### src/rtl/slotlink_pkg.sv
// Package: shared defaults and types for the slotted audio link receiver.
// Assumes: the frame layout is one tag word followed by equal-width slots.
package slotlink_pkg;

    localparam int unsigned DEF_SLOT_W    = 20;
    localparam int unsigned DEF_NUM_SLOTS = 12;
    localparam int unsigned DEF_TAG_W     = 16;

    // Alignment state of the frame tracker.
    typedef enum logic {
        ALN_HUNT  = 1'b0,
        ALN_FRAME = 1'b1
    } align_state_t;

endpackage

### src/rtl/slotlink_align.sv
// Module: frame alignment and bit counting.
// Finds a sync rising edge (high now, low at the previous falling edge).
// Counts the frame bits that follow it and checks where the next rise lands.
// Assumes: clk is the link bit clock and every flop updates on its falling
// edge, so both input lines have been stable for half a bit time.
module slotlink_align
    import slotlink_pkg::*;
#(
    parameter int unsigned FRAME_BITS = 256,
    parameter int unsigned IDX_W      = $clog2(FRAME_BITS)
) (
    input  logic             clk,
    input  logic             rst_n,
    input  logic             sync_in,
    output logic             capture,
    output logic             start,
    output logic [IDX_W-1:0] bit_idx,
    output logic             frame_done,
    output logic             sync_err
);

    localparam logic [IDX_W-1:0] LAST_IDX = IDX_W'(FRAME_BITS - 1);

    align_state_t state;
    logic         sync_q;
    logic         rise;
    logic         at_last;
    logic         early;
    logic         late;

    // Classify the current edge: sync rise, last bit, early or late sync.
    always_comb begin
        rise    = sync_in & ~sync_q;
        at_last = (state == ALN_FRAME) && (bit_idx == LAST_IDX);
        early   = (state == ALN_FRAME) && rise && !at_last;
        late    = at_last && !rise;
        capture = (state == ALN_FRAME) && !early;
        start   = rise;
    end

    // Track alignment, advance the bit index and raise the frame strobes.
    always_ff @(negedge clk) begin
        if (!rst_n) begin
            state      <= ALN_HUNT;
            bit_idx    <= '0;
            sync_q     <= 1'b1;
            frame_done <= 1'b0;
            sync_err   <= 1'b0;
        end else begin
            sync_q     <= sync_in;
            frame_done <= at_last;
            sync_err   <= early | late;
            if (rise) begin
                state   <= ALN_FRAME;
                bit_idx <= '0;
            end else if (late) begin
                state   <= ALN_HUNT;
                bit_idx <= '0;
            end else if (state == ALN_FRAME) begin
                bit_idx <= bit_idx + IDX_W'(1);
            end
        end
    end

    AST_DONE_SINGLE: assert property (@(negedge clk) disable iff (!rst_n)
        frame_done |=> !frame_done);

    AST_ERR_SINGLE: assert property (@(negedge clk) disable iff (!rst_n)
        sync_err |=> !sync_err);

endmodule

### src/rtl/slotlink_tag.sv
// Module: tag capture.
// Shifts in the first TAG_W bits of each frame, MSB first. When the last tag
// bit arrives it publishes the frame-valid bit and the per-slot valid flags.
// The flags are forced to zero when the frame is not valid.
// Assumes: NUM_SLOTS is at most TAG_W-1; tag bits below the flags are unused.
module slotlink_tag #(
    parameter int unsigned TAG_W     = 16,
    parameter int unsigned NUM_SLOTS = 12,
    parameter int unsigned IDX_W     = 8
) (
    input  logic                 clk,
    input  logic                 rst_n,
    input  logic                 capture,
    input  logic [IDX_W-1:0]     bit_idx,
    input  logic                 sdata,
    output logic                 frame_valid,
    output logic [NUM_SLOTS-1:0] slot_tag
);

    localparam logic [IDX_W-1:0] TAG_END = IDX_W'(TAG_W - 1);

    logic [TAG_W-2:0]     tag_sr;
    logic [TAG_W-1:0]     tag_next;
    logic [NUM_SLOTS-1:0] flags;
    logic                 in_tag;

    // Form the tag word as it will look with the bit now on the line.
    always_comb begin
        tag_next = {tag_sr, sdata};
        in_tag   = bit_idx < IDX_W'(TAG_W);
    end

    // Flag k (slot k+1) sits just below the frame-valid bit, in slot order.
    for (genvar g = 0; g < NUM_SLOTS; g++) begin : g_flag
        assign flags[g] = tag_next[TAG_W-2-g];
    end

    // Shift tag bits and publish the fields on the last tag bit.
    always_ff @(negedge clk) begin
        if (!rst_n) begin
            tag_sr      <= '0;
            frame_valid <= 1'b0;
            slot_tag    <= '0;
        end else if (capture && in_tag) begin
            tag_sr <= tag_next[TAG_W-2:0];
            if (bit_idx == TAG_END) begin
                frame_valid <= tag_next[TAG_W-1];
                slot_tag    <= flags & {NUM_SLOTS{tag_next[TAG_W-1]}};
            end
        end
    end

    AST_TAG_HELD: assert property (@(negedge clk) disable iff (!rst_n)
        (capture && !in_tag) |=> ($stable(slot_tag) && $stable(frame_valid)));

endmodule

### src/rtl/slotlink_demux.sv
// Module: slot demultiplexer.
// Assembles each SLOT_W-bit slot MSB first after the tag. When a slot
// completes it pulses a strobe with the slot number, payload and valid flag,
// and writes the payload into that slot's entry of the bank.
// Assumes: start resets the slot position; capture is never high for more
// than NUM_SLOTS*SLOT_W data bits between two starts.
module slotlink_demux #(
    parameter int unsigned SLOT_W    = 20,
    parameter int unsigned NUM_SLOTS = 12,
    parameter int unsigned TAG_W     = 16,
    parameter int unsigned IDX_W     = 8,
    parameter int unsigned NUM_W     = $clog2(NUM_SLOTS + 1)
) (
    input  logic                        clk,
    input  logic                        rst_n,
    input  logic                        capture,
    input  logic                        start,
    input  logic [IDX_W-1:0]            bit_idx,
    input  logic                        sdata,
    input  logic [NUM_SLOTS-1:0]        slot_tag,
    output logic                        slot_stb,
    output logic [NUM_W-1:0]            slot_num,
    output logic [SLOT_W-1:0]           slot_data,
    output logic                        slot_ok,
    output logic [NUM_SLOTS*SLOT_W-1:0] slot_bank
);

    localparam int unsigned CNT_W = $clog2(SLOT_W);
    localparam logic [CNT_W-1:0] CNT_LAST = CNT_W'(SLOT_W - 1);

    logic [SLOT_W-2:0] shreg;
    logic [SLOT_W-1:0] word_next;
    logic [CNT_W-1:0]  bit_cnt;
    logic [NUM_W-1:0]  slot_cnt;
    logic              in_data;
    logic              slot_end;

    // Payload word with the current bit appended, and the slot-end test.
    always_comb begin
        word_next = {shreg, sdata};
        in_data   = bit_idx >= IDX_W'(TAG_W);
        slot_end  = capture && in_data && (bit_cnt == CNT_LAST);
    end

    // Shift data bits and step the bit and slot positions.
    always_ff @(negedge clk) begin
        if (!rst_n) begin
            shreg    <= '0;
            bit_cnt  <= '0;
            slot_cnt <= '0;
        end else begin
            if (capture && in_data) begin
                shreg <= word_next[SLOT_W-2:0];
                if (bit_cnt == CNT_LAST) begin
                    bit_cnt  <= '0;
                    slot_cnt <= slot_cnt + NUM_W'(1);
                end else begin
                    bit_cnt <= bit_cnt + CNT_W'(1);
                end
            end
            if (start) begin
                bit_cnt  <= '0;
                slot_cnt <= '0;
            end
        end
    end

    // Present a completed slot on the strobe outputs.
    always_ff @(negedge clk) begin
        if (!rst_n) begin
            slot_stb  <= 1'b0;
            slot_num  <= '0;
            slot_data <= '0;
            slot_ok   <= 1'b0;
        end else begin
            slot_stb <= slot_end;
            if (slot_end) begin
                slot_num  <= slot_cnt + NUM_W'(1);
                slot_data <= word_next;
                slot_ok   <= slot_tag[slot_cnt];
            end
        end
    end

    // One bank entry per slot, written when that slot completes.
    for (genvar g = 0; g < NUM_SLOTS; g++) begin : g_bank
        logic [SLOT_W-1:0] entry_q;

        // Hold the latest payload of slot g+1.
        always_ff @(negedge clk) begin
            if (!rst_n) begin
                entry_q <= '0;
            end else if (slot_end && (slot_cnt == NUM_W'(g))) begin
                entry_q <= word_next;
            end
        end

        assign slot_bank[g*SLOT_W +: SLOT_W] = entry_q;
    end

    AST_STB_SPACED: assert property (@(negedge clk) disable iff (!rst_n)
        slot_stb |=> !slot_stb);

endmodule

### src/rtl/slotlink_frame_rx.sv
// Module: slotted audio link frame receiver (top).
// Joins the alignment tracker, the tag capture and the slot demultiplexer.
// All of them sample the sync and data lines on falling bit-clock edges.
// Assumes: bit_clk is the free-running link bit clock and rst_n is
// synchronous to its falling edge.
module slotlink_frame_rx
    import slotlink_pkg::*;
#(
    parameter int unsigned SLOT_W    = DEF_SLOT_W,
    parameter int unsigned NUM_SLOTS = DEF_NUM_SLOTS,
    parameter int unsigned TAG_W     = DEF_TAG_W,
    localparam int unsigned FRAME_BITS = TAG_W + NUM_SLOTS * SLOT_W,
    localparam int unsigned IDX_W      = $clog2(FRAME_BITS),
    localparam int unsigned NUM_W      = $clog2(NUM_SLOTS + 1),
    localparam int unsigned BANK_W     = NUM_SLOTS * SLOT_W
) (
    input  logic                 bit_clk,
    input  logic                 rst_n,
    input  logic                 sync_in,
    input  logic                 sdata_in,
    output logic                 frame_valid,
    output logic [NUM_SLOTS-1:0] slot_tag,
    output logic                 slot_stb,
    output logic [NUM_W-1:0]     slot_num,
    output logic [SLOT_W-1:0]    slot_data,
    output logic                 slot_ok,
    output logic [BANK_W-1:0]    slot_bank,
    output logic                 frame_done,
    output logic                 sync_err
);

    logic             capture;
    logic             start;
    logic [IDX_W-1:0] bit_idx;

    slotlink_align #(
        .FRAME_BITS (FRAME_BITS),
        .IDX_W      (IDX_W)
    ) u_align (
        .clk        (bit_clk),
        .rst_n      (rst_n),
        .sync_in    (sync_in),
        .capture    (capture),
        .start      (start),
        .bit_idx    (bit_idx),
        .frame_done (frame_done),
        .sync_err   (sync_err)
    );

    slotlink_tag #(
        .TAG_W     (TAG_W),
        .NUM_SLOTS (NUM_SLOTS),
        .IDX_W     (IDX_W)
    ) u_tag (
        .clk         (bit_clk),
        .rst_n       (rst_n),
        .capture     (capture),
        .bit_idx     (bit_idx),
        .sdata       (sdata_in),
        .frame_valid (frame_valid),
        .slot_tag    (slot_tag)
    );

    slotlink_demux #(
        .SLOT_W    (SLOT_W),
        .NUM_SLOTS (NUM_SLOTS),
        .TAG_W     (TAG_W),
        .IDX_W     (IDX_W),
        .NUM_W     (NUM_W)
    ) u_demux (
        .clk       (bit_clk),
        .rst_n     (rst_n),
        .capture   (capture),
        .start     (start),
        .bit_idx   (bit_idx),
        .sdata     (sdata_in),
        .slot_tag  (slot_tag),
        .slot_stb  (slot_stb),
        .slot_num  (slot_num),
        .slot_data (slot_data),
        .slot_ok   (slot_ok),
        .slot_bank (slot_bank)
    );

    AST_DONE_WITH_LAST: assert property (@(negedge bit_clk) disable iff (!rst_n)
        frame_done |-> (slot_stb && (slot_num == NUM_W'(NUM_SLOTS))));

    AST_OK_NEEDS_VALID: assert property (@(negedge bit_clk) disable iff (!rst_n)
        (slot_stb && !frame_valid) |-> !slot_ok);

endmodule

### config.mk
export PLATFORM = sky130hd
export DESIGN_NAME = slotlink_frame_rx
export DESIGN_NICKNAME = d
export VERILOG_FILES = /design/src/rtl/slotlink_pkg.sv /design/src/rtl/slotlink_align.sv /design/src/rtl/slotlink_tag.sv /design/src/rtl/slotlink_demux.sv /design/src/rtl/slotlink_frame_rx.sv
export SDC_FILE = /design/constraint.sdc
export NUM_CORES = 1
export LEC_CHECK = 0
export ABC_AREA = 1
export BUFFER_PORTS_ARGS = -buffer_cell sky130_fd_sc_hd__buf_4
export CORE_UTILIZATION = 40
export DETAILED_ROUTE_END_ITERATION = 10
export PLACE_DENSITY = 0.58
export SYNTH_ARGS = -nofsm -noshare
export SYNTH_HDL_FRONTEND = slang
export SYNTH_SLANG_ARGS = --single-unit
export TNS_END_PERCENT = 10
### constraint.sdc
create_clock -name bit_clk -period 2.9 [get_ports bit_clk]
set_input_delay 0.435 -clock bit_clk [delete_from_list [all_inputs] [get_ports bit_clk]]
set_output_delay 0.435 -clock bit_clk [all_outputs]
set_load 0.005 [all_outputs]
==> impl_metrics.csv, run 1 <==
group,metric,value,unit
setup_path,path_class,"reg -> out",
setup_path,cp.arrival,2.49,ns
timing,skew,0.0254,ns
setup_path,cp_slowest_cell,"dfxtp_4",
timing,worst_pin_slew,1.15,ns
setup_path,critPathMaxFanout,2,
min_path,hp-class,"reg -> reg",
layout,diodes,0,
run,drv_cap,0,
timing,setup_viol,49,
detailed_routing,avgRoutedWirePerCell,14.5,um
timing,rsz0062_at_grt,"yes",
power_and_ir_drop,power.leakage,11.2,nW
timing,timing.final.ws_setup,-0.0284,ns
timing,hold_viol_final,0,
layout,area_growth,49.4,%
clocking,htreeDepth,2,
synthesis,synth_edf_count,0,
synthesis,ys_types,30,
power_and_ir_drop,power_density,563,nW/um^2
setup_path,cp-end-kind,"primary output",
layout,mostFrequentLayoutCells,"inv_1, nor2_1, nand2_1",
clocking,clock_sinks,334,
global_routing,antenna_found_initial,1,
clocking,hold_buffers,0,
detailed_routing,totalWireLength,44500,um
run_status,violations,"setup timing",
run_status,status,"complete, but fails checks",
clocking,path_clk_slew,0.04,ns
floorplan,die_w,186,um
clocking,insertion_delay,0.59,ns
synthesis,synth_area,13600,um^2
detailed_routing,vias,14079,
synthesis,syn_nets,2008,
detailed_routing,firstDrtPassIters,5,
synthesis,ys.flop_type,"dfxtp_1",
layout,drive_above_1_share,26.9,%
setup_path,cp_top_family,"flip-flops",
placed_design,port_buffers,284,
floorplan,initial_core_util,40.6,%
timing,relSlewSlack,23.0,%
synthesis,synthArstFlopShare,0,%
floorplan,io_pins,285,
synthesis,synthCells,1997,
detailed_routing,first_iter_violations,781,
placed_design,gp_congestion,0.833,
setup_path,cp-start-kind,"flop",
detailed_routing,vias_per_cell,4.61,
setup_path,cp.buffers_inverters,1,
setup_path,required,2.47,ns
layout,fin_nets,2592,
synthesis,seq_area_frac_synth,49.1,%
placed_design,dp_hpwl,27900,um
timing,slew_violations,0,
clocking,cts_root_buffer,"clkbuf_16",
clocking,cts_tree,"done",
timing,setup_tns,-0.435,ns
placed_design,place_ws,-0.335,ns
power_and_ir_drop,ir_worst_vdd,0.000469,V
synthesis,syn_area_per_cell,6.82,um^2
detailed_routing,ant_nets,0,
floorplan,die_h,186,um
global_routing,grt_pass1_vias,13893,
clocking,cts_max_path_buffers,3,
global_routing,grt_usage,25.1,%
setup_path,cpPeakStageDelay,0.35,ns
global_routing,grt_first_pass_wirelength,70000,um
floorplan,std_cell_rows,67,
layout,final_common_cell,"inv_1",
detailed_routing,drc,0,
clocking,cts_made_buffers,38,
global_routing,grt_max_degree,85,
floorplan,coreArea,33500,um^2
floorplan,die-area,34800,um^2
synthesis,synth_seq_cells,334,
synthesis,yosys_warnings,0,
global_routing,overflow,0,
setup_path,crit_path_cell_trace,"buf_6",
## per-layer routing
layer  GRT usage (%)  up-vias  routed length (um)
li1                -     7169                   -
met2            39.5      408               21100
met4            11.0        0                 790
met3            10.9       44                3460
met5               0        -                   0
met1            29.6     6458               19100
## metrics by stage
stage	util (%)	instances	hold slack, ns	power [W]	cell area (um^2)
6_report	60.6	3056	0.459	0.0115	20300
5_1_grt	60.6	3056	0.486	0.0123	20300
4_1_cts	59.4	3054	0.459	0.0117	19900
3_5_place_dp	48.9	2647	0.454	0.00556	16400
3_3_place_gp	48.9	2647	0.448	0.00556	16400
2_1_floorplan	-	1997	0.440	0.00551	13700
## what timing repair did
item / in CTS / in global routing
gates resized for setup: 383 / 164
hold endpoints to repair: 0 / 0
setup endpoints to repair: 271 / 280
setup buffers: 7 / 2
## cell usage after synthesis, types with 2 or more instances
cell | n | area share, %
buf_2 | 37 | 1.4
nand2_2 | 4 | 0.18
nor2_2 | 2 | 0.092
nand3_1 | 117 | 4.3
inv_1 | 212 | 5.8
nor2_1 | 540 | 15
nand2_1 | 490 | 14
o21ai_0 | 36 | 1.3
buf_1 | 16 | 0.44
nor2_4 | 3 | 0.25
nand4_1 | 14 | 0.64
dfxtp_1 | 334 | 49
xor2_1 | 8 | 0.51
a21oi_1 | 75 | 2.8
buf_6 | 6 | 0.50
clkbuf_1 | 73 | 2.0
nand4_2 | 8 | 0.74
buf_4 | 4 | 0.22
ha_1 | 7 | 0.64
## path summary, 6_finish.rpt
kind | start | to | slack [ns] | depth (start not counted)
setup / recovery | u_demux.g_bank[0].entry_q[4] | slot_bank[4] | -0.03 | 1
hold / removal | u_tag.frame_valid | u_tag.frame_valid | 0.46 | 2
setup reg to reg | u_demux.slot_cnt[1] | u_demux.g_bank[4].entry_q[16] | 0.46 | 9
hold reg to reg | u_tag.frame_valid | u_tag.frame_valid | 0.46 | 2
## report_power, final
part	internal, W	switching, W
clock network	0.00352	0.00315
logic	0.0000472	0.000124
registers	0.00462	0.00000309
## state kept, by name (all words and copies together), names as in the netlist, 4 cells and up
signal and flops:
u_demux.shreg 19, u_tag.slot_tag 12, u_tag.tag_sr 15, u_demux.bit_cnt 5, u_demux.g_bank.entry_q 240, u_demux.slot_data 20
u_align.bit_idx 8, u_demux.slot_cnt 4, u_demux.slot_num 4
## layout make-up
cell class                 count  area (um^2)
clock inverter               360         1480
inverter                     213          800
sequential                   334         7050
fill                        3141        13200
clock buffer                  41         1030
multi-input combinational   1313         5520
timing repair buffer         347         3910
tap                          448          561
## kinds of logic after synthesis
logic type / after synthesis / share of synthesized area (%)
AND/OR/NAND/NOR: 1184 / 35.0
buffers and inverters: 350 / 10.4
flip-flops: 334 / 49.1
AO/OA/AOI/OAI: 114 / 4.28
XOR/XNOR: 8 / 0.515
adder cells (fa/ha/maj): 7 / 0.643
(Power assumes the default switching activity.)
==> inputs of run 2 (changes only) <==
--- a/config.mk
+++ b/config.mk
@@ -5,11 +5,10 @@
 export SDC_FILE = /design/constraint.sdc
 export NUM_CORES = 1
 export LEC_CHECK = 0
-export ABC_AREA = 1
 export BUFFER_PORTS_ARGS = -buffer_cell sky130_fd_sc_hd__buf_4
 export CORE_UTILIZATION = 40
 export DETAILED_ROUTE_END_ITERATION = 10
-export PLACE_DENSITY = 0.58
+export PLACE_DENSITY = 0.59
 export SYNTH_ARGS = -nofsm -noshare
 export SYNTH_HDL_FRONTEND = slang
 export SYNTH_SLANG_ARGS = --single-unit
==> run 2 against run 1 <==
Effect of this change:
- cell count shrank 15%
- critical path depth did not move
- the run still ends with setup timing left
- wire length increased by 10%
==> impl_metrics.csv, run 2 <==
group,metric,value,unit
run_status,status,"complete, but fails checks",
run_status,violations,"setup timing",
setup_path,cp_top_family,"flip-flops",
timing,rsz0062_at_grt,"yes",
synthesis,yosysMostFrequentCell,"dfxtp_1",
synthesis,synth_area,13100,um^2
synthesis,ys_types,43,
placed_design,gp_congestion,0.789,
setup_path,required,2.47,ns
setup_path,crit_path_cell_trace,"buf_6",
clocking,cts_made_buffers,39,
synthesis,synth_edf_count,0,
synthesis,synth_compound_area_share,22.1,%
floorplan,initial_core_util,41.2,%
setup_path,critPathMaxFanout,2,
global_routing,gr-max-usage-layer,"met2",
power_and_ir_drop,ir_worst_vdd,0.000410,V
layout,diodes,0,
floorplan,coreArea,31900,um^2
synthesis,netlist.area_leader.share,51.0,%
min_path,hp-class,"reg -> reg",
global_routing,antenna_found_initial,0,
detailed_routing,firstDrtPassIters,5,
placed_design,port_buffers,284,
timing,timing.final.ws_setup,-0.0329,ns
layout,max_flop_register,"u_demux.g_bank.entry_q",
global_routing,grt_usage,28.1,%
layout,mostFrequentLayoutCells,"inv_1, a21oi_1, nand3_1",
synthesis,synthCells,1567,
synthesis,synth_seq_cells,334,
setup_path,worst-path-stages,1,
power_and_ir_drop,power_density,579,nW/um^2
setup_path,cp.arrival,2.50,ns
floorplan,die_w,183,um
synthesis,yosys_warnings,0,
synthesis,ys_top_cells_by_count,"dfxtp_1, a21oi_1, nand3_1, o21ai_0, clkbuf_1",
timing,setup_viol,61,
timing,hold_viol_final,0,
synthesis,syn_area_per_cell,8.37,um^2
detailed_routing,ant_nets,0,
synthesis,synth-xor-area-share,0.467,%
layout,final_common_cell,"inv_1",
synthesis,synthArstFlopShare,0,%
clocking,clock_sinks,334,
layout,fin_nets,2143,
detailed_routing,vias,14310,
layout,largest_registers,"u_demux.g_bank.entry_q: 240 flops, u_demux.slot_data: 20 flops, u_demux.shreg: 19 flops",
clocking,htreeDepth,2,
layout,fin_cells,2594,
timing,skew,0.0257,ns
setup_path,cp_slowest_cell,"dfxtp_4",
timing,relSlewSlack,22.0,%
setup_path,cp.buffers_inverters,1,
synthesis,synth_top_family_by_area,"compound AO/OA/AOI/OAI gates",
detailed_routing,drc,0,
floorplan,io_pins,285,
floorplan,die_h,183,um
clocking,hold_buffers,0,
run,drv_cap,0,
placed_design,dp_hpwl,29100,um
setup_path,cp-end-kind,"primary output",
synthesis,post-synth-top-area-cell,"dfxtp_1",
clocking,cts_tree,"done",
timing,setup_tns,-0.523,ns
global_routing,grt_max_degree,54,
timing,slew_violations,0,
timing,worst_pin_slew,1.17,ns
detailed_routing,vias_per_cell,5.52,
synthesis,synthTopCellsByArea,"dfxtp_1, a21oi_1, nand3_1",
detailed_routing,first_iter_violations,1418,
floorplan,die-area,33500,um^2
global_routing,overflow,0,
setup_path,r2r_cells,6,
global_routing,grt_pass1_vias,14049,
synthesis,synthAdderAreaFrac,0.667,%
layout,largest_reg_flops,240,
setup_path,cpPeakStageDelay,0.35,ns
layout,area_growth,51.7,%
min_path,whs_path_depth,2,
global_routing,grtUsageMet1,35.4,%
detailed_routing,avgRoutedWirePerCell,18.9,um
synthesis,syn_nets,1578,
global_routing,grt_first_pass_wirelength,74100,um
synthesis,ys.flop_type,"dfxtp_1",
synthesis,synthMuxAreaShare,3.35,%
floorplan,std_cell_rows,65,
clocking,path_clk_slew,0.05,ns
global_routing,use_met2,43.9,%
layout,drive_above_1_share,33.3,%
synthesis,synth-simple-area-share,16.3,%
power_and_ir_drop,power,0.0115,W
synthesis,seq_area_frac_synth,51.0,%
detailed_routing,totalWireLength,48900,um
setup_path,path_class,"reg -> out",
clocking,insertion_delay,0.59,ns
setup_path,cp-start-kind,"flop",
clocking,cts_max_path_buffers,3,
clocking,cts_root_buffer,"clkbuf_16",
power_and_ir_drop,power.leakage,8.65,nW
placed_design,dp.cells,2185,
global_routing,grt_util_met3,7.51,%
-- run 2: cell count changes in the layout (fill, tap and decap cells not counted), sizes merged, moves of 5 or more --
| cell | before | now |
|---|---|---|
| a21oi | 76 | 286 |
| and4 | 0 | 5 |
| buf | 346 | 377 |
| inv | 557 | 353 |
| mux2i | 0 | 36 |
| nand2 | 494 | 58 |
| nand3 | 119 | 282 |
| nand3b | 0 | 10 |
| nand4 | 22 | 8 |
| nor2 | 545 | 12 |
| nor4 | 0 | 9 |
| o21ai | 37 | 271 |
| or4 | 0 | 14 |
-- run 2: final cells by class --
| class | instances | area [um^2] |
|---|---|---|
| Clock buffer | 41 | 1030 |
| Clock inverter | 361 | 1450 |
| Fill cell | 2713 | 12000 |
| Inverter | 6 | 30.0 |
| Multi-Input combinational cell | 1040 | 5710 |
| Sequential cell | 334 | 7030 |
| Tap cell | 435 | 544 |
| Timing Repair Buffer | 377 | 4110 |
-- run 2: cell families (layout without fill, tap and decap cells) --
group                      count (synthesis)  count (layout)
xor gates and xnor gates                   7               7
adders and majority gates                  7               7
AOI/OAI and AO/OA                        571             571
DFF                                      334             334
buffers and inverters                    193             785
and+or+nand+nor                          415             415
muxes                                     40              40
-- run 2: power by group --
part	total (W)	switching, W	internal, W
logic	0.000296	0.000204	0.0000922
registers	0.00463	0.00000173	0.00462
clock network	0.00660	0.00317	0.00343
total	0.0115	0.00338	0.00814
-- run 2: stage by stage --
| stage | area (um^2) | utilization (%) | setup WS [ns] | hold slack, ns |
|---|---|---|---|---|
| final | 19900 | 62.5 | -0.0329 | 0.463 |
| after global routing | 19900 | 62.5 | -0.0610 | 0.483 |
| after CTS | 19600 | 61.6 | -0.0455 | 0.466 |
| after detailed placement | 16000 | 50.3 | -0.217 | 0.458 |
| after global placement | 16000 | 50.3 | -0.234 | 0.450 |
| after floorplan | 13200 | - | -0.00673 | 0.448 |
-- run 2: path summary, 6_finish.rpt --
kind / from / slack (ns) / endpoint
worst max-delay path: u_demux.g_bank[2].entry_q[4] / -0.03 / slot_bank[44]
worst min-delay path: u_tag.tag_sr[3] / 0.46 / u_tag.slot_tag[10]
worst max register to register: u_demux.slot_cnt[0] / 0.38 / u_demux.g_bank[0].entry_q[11]
worst min register to register: u_tag.tag_sr[3] / 0.46 / u_tag.slot_tag[10]
-- run 2: routing by layer --
layer / vias up / share of wire (%)
li1: 6746 / -
met1: 6867 / 42
met2: 599 / 48
met5: - / 0
met4: 0 / 2.8
met3: 98 / 7.0
-- run 2: what timing repair did --
action | 4_1_cts | 5_1_grt
buffers inserted | 6 | 2
resized for setup | 425 | 105
endpoints found under the setup margin | 252 | 271
